`src/rtl/intack_pkg.sv`:
```
package intack_pkg;
    localparam int WORD_W   = 32;
    localparam int BASE_W   = 21;
    localparam int VEC_W    = 9;
    localparam int PRI_W    = 4;
    localparam int DEPTH    = 15;
    localparam int ADDR_W   = 8;
    localparam logic [ADDR_W-1:0] ACK_OFS = 8'h14;
    localparam logic [ADDR_W-1:0] EOI_OFS = 8'h18;

    typedef logic [PRI_W-1:0] pri_t;
endpackage

```
`src/rtl/priority_lifo.sv`:
```
module priority_lifo #(
    parameter int DEPTH = 15,
    parameter int W     = 4
) (
    input  logic         clk,
    input  logic         rst_n,
    input  logic         push,
    input  logic         pop,
    input  logic [W-1:0] push_val,
    output logic [W-1:0] top_val
);
    localparam int CW = $clog2(DEPTH + 1);

    typedef struct packed {
        logic [DEPTH-1:0][W-1:0] stk;
        logic [CW-1:0]           cnt;
    } lifo_t;

    lifo_t d, q;

    always_comb begin
        d = q;
        if (push) begin
            for (int i = DEPTH - 1; i > 0; i--) begin
                d.stk[i] = q.stk[i-1];
            end
            d.stk[0] = push_val;
            if (q.cnt != CW'(DEPTH)) begin
                d.cnt = q.cnt + 1'b1;
            end
        end else if (pop) begin
            for (int i = 0; i < DEPTH - 1; i++) begin
                d.stk[i] = q.stk[i+1];
            end
            d.stk[DEPTH-1] = '0;
            if (q.cnt != '0) begin
                d.cnt = q.cnt - 1'b1;
            end
        end
    end

    always_ff @(posedge clk) begin
        if (!rst_n) begin
            q <= '0;
        end else begin
            q <= d;
        end
    end

    assign top_val = (q.cnt != '0) ? q.stk[0] : '0;
endmodule

```
`src/rtl/ack_format.sv`:
```
module ack_format
    import intack_pkg::*;
(
    input  logic [BASE_W-1:0] base,
    input  logic [VEC_W-1:0]  vec,
    input  logic              wide,
    output logic [WORD_W-1:0] word
);
    localparam int PAD_N = WORD_W - BASE_W - VEC_W;

    always_comb begin
        if (wide) begin
            word = {base[BASE_W-1:1], vec, {(PAD_N + 1){1'b0}}};
        end else begin
            word = {base, vec, {PAD_N{1'b0}}};
        end
    end
endmodule

```
`src/rtl/intack_unit.sv`:
```
module intack_unit
    import intack_pkg::*;
(
    input  logic              clk,
    input  logic              rst_n,
    input  logic              req_valid,
    input  logic [VEC_W-1:0]  req_vec,
    input  logic [PRI_W-1:0]  req_pri,
    input  logic              hw_mode,
    input  logic              wide_entry,
    input  logic              hw_ack,
    input  logic              bus_sel,
    input  logic              bus_wr,
    input  logic [ADDR_W-1:0] bus_addr,
    input  logic [WORD_W-1:0] bus_wdata,
    output logic [WORD_W-1:0] bus_rdata,
    output logic [PRI_W-1:0]  cur_pri
);
    typedef struct packed {
        logic [BASE_W-1:0] base;
        logic [VEC_W-1:0]  vec;
        pri_t              pend;
        pri_t              cur;
    } state_t;

    state_t d, q;

    logic  ack_rd, ack_wr, eoi_wr;
    logic  do_push, do_pop;
    pri_t  lifo_top;
    logic [WORD_W-1:0] ack_word;
    logic  wdata_unused;

    assign ack_rd  = bus_sel && !bus_wr && (bus_addr == ACK_OFS);
    assign ack_wr  = bus_sel &&  bus_wr && (bus_addr == ACK_OFS);
    assign eoi_wr  = bus_sel &&  bus_wr && (bus_addr == EOI_OFS);
    assign do_push = hw_mode ? hw_ack : ack_rd;
    assign do_pop  = eoi_wr && !hw_mode;
    assign wdata_unused = ^bus_wdata[WORD_W-BASE_W-1:0];

    priority_lifo #(.DEPTH(DEPTH), .W(PRI_W)) u_lifo (
        .clk      (clk),
        .rst_n    (rst_n),
        .push     (do_push),
        .pop      (do_pop),
        .push_val (q.cur),
        .top_val  (lifo_top)
    );

    ack_format u_fmt (
        .base (q.base),
        .vec  (q.vec),
        .wide (wide_entry),
        .word (ack_word)
    );

    always_comb begin
        d = q;
        if (req_valid) begin
            d.vec  = req_vec;
            d.pend = req_pri;
        end
        if (ack_wr) begin
            d.base = bus_wdata[WORD_W-1 -: BASE_W];
        end
        if (do_push) begin
            d.cur = q.pend;
        end else if (do_pop) begin
            d.cur = lifo_top;
        end
    end

    always_ff @(posedge clk) begin
        if (!rst_n) begin
            q <= '0;
        end else begin
            q <= d;
        end
    end

    assign bus_rdata = ack_rd ? ack_word : '0;
    assign cur_pri   = q.cur;
endmodule

```
`config.mk`:
```
export PLATFORM = sky130hd
export DESIGN_NAME = intack_unit
export DESIGN_NICKNAME = d
export VERILOG_FILES = /design/src/rtl/intack_pkg.sv /design/src/rtl/priority_lifo.sv /design/src/rtl/ack_format.sv /design/src/rtl/intack_unit.sv
export SDC_FILE = /design/constraint.sdc
export NUM_CORES = 1
export LEC_CHECK = 0
export BUFFER_PORTS_ARGS = -buffer_cell sky130_fd_sc_hd__buf_2
export CAP_MARGIN = 20
export CORE_ASPECT_RATIO = 0.6
export CORE_MARGIN = 5
export CORE_UTILIZATION = 45
export CTS_BUF_LIST = sky130_fd_sc_hd__clkbuf_8
export DETAILED_ROUTE_END_ITERATION = 10
export PLACE_DENSITY = 0.72
export RECOVER_POWER = 100
export SYNTH_ARGS = -nofsm -noshare
export SYNTH_HDL_FRONTEND = slang
export SYNTH_SLANG_ARGS = --single-unit
```
`constraint.sdc`:
```
create_clock -name clk -period 2.7 [get_ports clk]
set_input_delay 0.54 -clock clk [delete_from_list [all_inputs] [get_ports clk]]
set_output_delay 0.54 -clock clk [all_outputs]
set_load 0.01 [all_outputs]
```
==> results.toml <==
[sta]
worst_slew_pin_slew_ns = 1.723
timing.final.crit_share_pct = 92.40
final_max_slew_violation_count = 50
setup_total_negative_slack_ns = 0
finalWorstPathRequiredPeriod_ns = 2.495
rsz_0062_raised_after_global_routing = "false"
slew_headroom_pct = -14.85
hold_violations = 0
hold_slack_ns = 0.4237
clock_skew_ns = 0.006677
setup_viol = 0
fmax_mhz = 400.8

[setup_path]
r2r.worst_path.cells = 5
critical_path_peak_fanout = 20
cp_slowest_stage_delay_ns = 0.30
r2r_setup_slack_ns = 1.02
rr_endpoint = "u_lifo.q[2]"
timing.critical_path.required_ns = 2.16
setup.worst_path.start_class = "input port"
worst_r2r_startpoint = "u_lifo.q[1]"
path_cells = "buf_2, nor4b_4, buf_4, and4b_1, buf_4, and2_1, clkbuf_1"
critical_path.endpoint_type = "output port"
path_common_cell = "buf_4"
crit_type = "in -> out"
worst_path_max_delay_cell = "nor4b_4"
worst_ep_arrival_time_ns = 1.95

[final_layout]
nNetsFinal = 636
multiInputGateArea_um2 = 2295
num-fill-cells = 887
register_area_um2 = 2042
num_antenna_cells = 0
synthToLayoutAreaGrowth_pct = 14.56
drive_above_1_share_pct = 14.73

[route]
drt_first_pass_iters = 5
drc_violation_count_after_routing = 0
first_iter_violations = 164
wirelength_um = 10340
vias_per_cell = 5.225
vias = 3720
ant_nets = 0
routedWlPerCell_um = 14.52

[power_and_ir_drop]
power_frac_seq_pct = 52.6
power_per_cell_area_nw_per_um2 = 556.9
share_clk_of_total_power_pct = 41.1
switching_share_pct = 20.30
switching_power_uw = 593.3
irDropWorstVdd_mv = 0.3215
p_int_uw = 2329
share_comb_of_total_power_pct = 6.3
power_leakage_uw = 0.001824

[die]
design.die.area_um2 = 12360
die_h_um = 88.15
pin_count = 97
chip_width_um = 140.3
core.rowCount = 28
initial_core_util_pct = 46.20
core-area_um2 = 9915

[min_path]
hold_path.class = "in -> reg"
timing.hold.worst.start = "bus_wdata[23]"
hold_depth = 3
whs_endpoint = "q[29]"

[global_routing]
grt-ovfl-total = 0
grt_max_degree = 66
number_of_antenna_violations_at_the_first_check_in_global_routing = 0
via_count_of_the_first_global_routing_pass = 3636
grt_pass1_wl_um = 17400
track_usage_pct = 17.12

[outcome]
violations = "max-capacitance violations, max-slew violations"
status = "complete, but fails checks"

[synthesis]
synth_area_per_cell_um2 = 8.929
dominantRegCellSynth = "dfxtp_1"
synthCells = 513
ys_async_sr_fraction_pct = 0
synth_enable_flop_cells = 0
synth.lib_cells_used.distinct = 38
synth-warning-count = 0
ys_seq_area_share_pct = 44.58
ys_seq_elements = 102
netlist_area_um2 = 4581

[clocking]
tritoncts = "yes"
cts-resized-gates = 0
insertion_delay_ns = 0.36
cts-root-to-sink-buffers = 2
number_of_buffers_inserted_during_clock_tree_synthesis = 9
clock-root-buffer = "clkbuf_8"
clk_pin_slew_ns = 0.09
cts.htree.levels = 3
cts_hold_buffers = 0
tritoncts_num_sinks = 102
post-cts-setup-buffer-count = 0

[placed_design]
place.port_buffers = 83
place.gp.congestion = 0.8100
dp_hpwl_um = 7134

[flow_run]
max_cap_violations = 1
-- final cells by class --
type                       count  area share, %
inverter                       2         0.1431
sequential                   102          38.91
clock inverter                 4          2.289
multi-input combinational    363          43.73
clock buffer                  10          2.623
timing repair buffer          96          9.084
tap                          135          3.219
-- power groups by stage --
stage	combinational [uW]	sequential (uW)	clock, uW
2_1_floorplan	132	1570	0
3_3_place_gp	182	1570	0
3_5_place_dp	188	1570	0
4_1_cts	188	1540	1240
5_1_grt	205	1540	1310
6_report	185	1540	1200
-- critical path, delay by kind of cell --
family                 cells  cell delay, ns
and+or+nand+nor            3            0.70
buffers and inverters      4            0.70
-- cell usage after synthesis, types with 2 or more instances --
library cell    n  share of area, %
a22oi_1        60               9.8
a21boi_1       34               5.6
inv_1           2              0.16
nor2_1         12              0.98
buf_2           9              0.98
buf_6           2              0.49
and2_1         22               3.0
mux2i_1        23               5.0
clkbuf_1       23               1.9
a21boi_0       52               8.5
dfxtp_1       102                45
buf_4          11               1.8
nand4_1         2              0.27
buf_1           2              0.16
nor3b_1         2              0.33
nand3_1         5              0.55
a21oi_1         4              0.44
nor2b_1        13               1.8
o21ai_0         4              0.44
nand2_1       110               9.0
and3_1          2              0.27
-- placed cells by master (no fill, tap or decap), drive strengths merged, types with 2 or more instances in the layout --
cell	count
a22oi	60
nand2	110
nand4	3
o221ai	2
bufinv	4
o21ai	4
mux2i	23
buf	62
nor2b	13
clkbuf	44
nor3b	2
dfxtp	102
and3	2
conb	2
a21boi	86
inv	2
and2	22
nor4b	2
a21oi	4
nand3	5
nor2	12
-- kinds of logic after synthesis --
logic type / after synthesis / share of synthesized area, %
AO/OA/AOI/OAI: 160 / 25.98
XOR/XNOR: 1 / 0.1912
adder cells (fa/ha/maj): 1 / 0.2731
buffers and inverters: 49 / 5.490
flip-flops: 102 / 44.58
multiplexers: 23 / 5.026
other: 1 / 0.08187
AND/OR/NAND/NOR: 176 / 18.38
-- how the worst max path moves through the flow --
stage,startpoint,to,slack [ns],cells after the start
6_report,bus_addr[5],bus_rdata[23],0.21,7
5_1_grt,bus_addr[1],bus_rdata[2],0.06,6
4_1_cts,bus_addr[5],bus_rdata[27],0.23,7
3_5_place_dp,bus_addr[1],u_lifo.q[2],0.01,9
3_3_place_gp,bus_addr[1],u_lifo.q[2],0.11,9
2_1_floorplan,bus_addr[5],u_lifo.q[2],0.01,10
-- registers in the layout, summed over array words and instances (netlist names) --
register and count:
cur_pri 4, q 34, u_lifo.q 64
-- routing by layer --
layer  wire, um  vias up  global-route usage [%]
met3        540        6                   4.310
met1       5131     1739                   22.85
met2       4597       73                   27.91
li1           -     1902                       -
met5          0        -                       0
met4         69        0                   4.837
-- per-stage QoR --
step | utilization (%) | setup slack, ns | cell area, um^2 | total power [uW] | instances
6_report | 52.93 | 0.2052 | 5248 | 2922 | 712
4_1_cts | 53.42 | 0.2272 | 5296 | 2964 | 712
3_3_place_gp | 50.82 | 0.1102 | 5039 | 1753 | 698
3_5_place_dp | 50.82 | 0.01181 | 5039 | 1760 | 698
2_1_floorplan | - | 0.01398 | 4584 | 1700 | 514
5_1_grt | 52.93 | 0.05830 | 5248 | 3056 | 712
(Power assumes the default switching activity.)
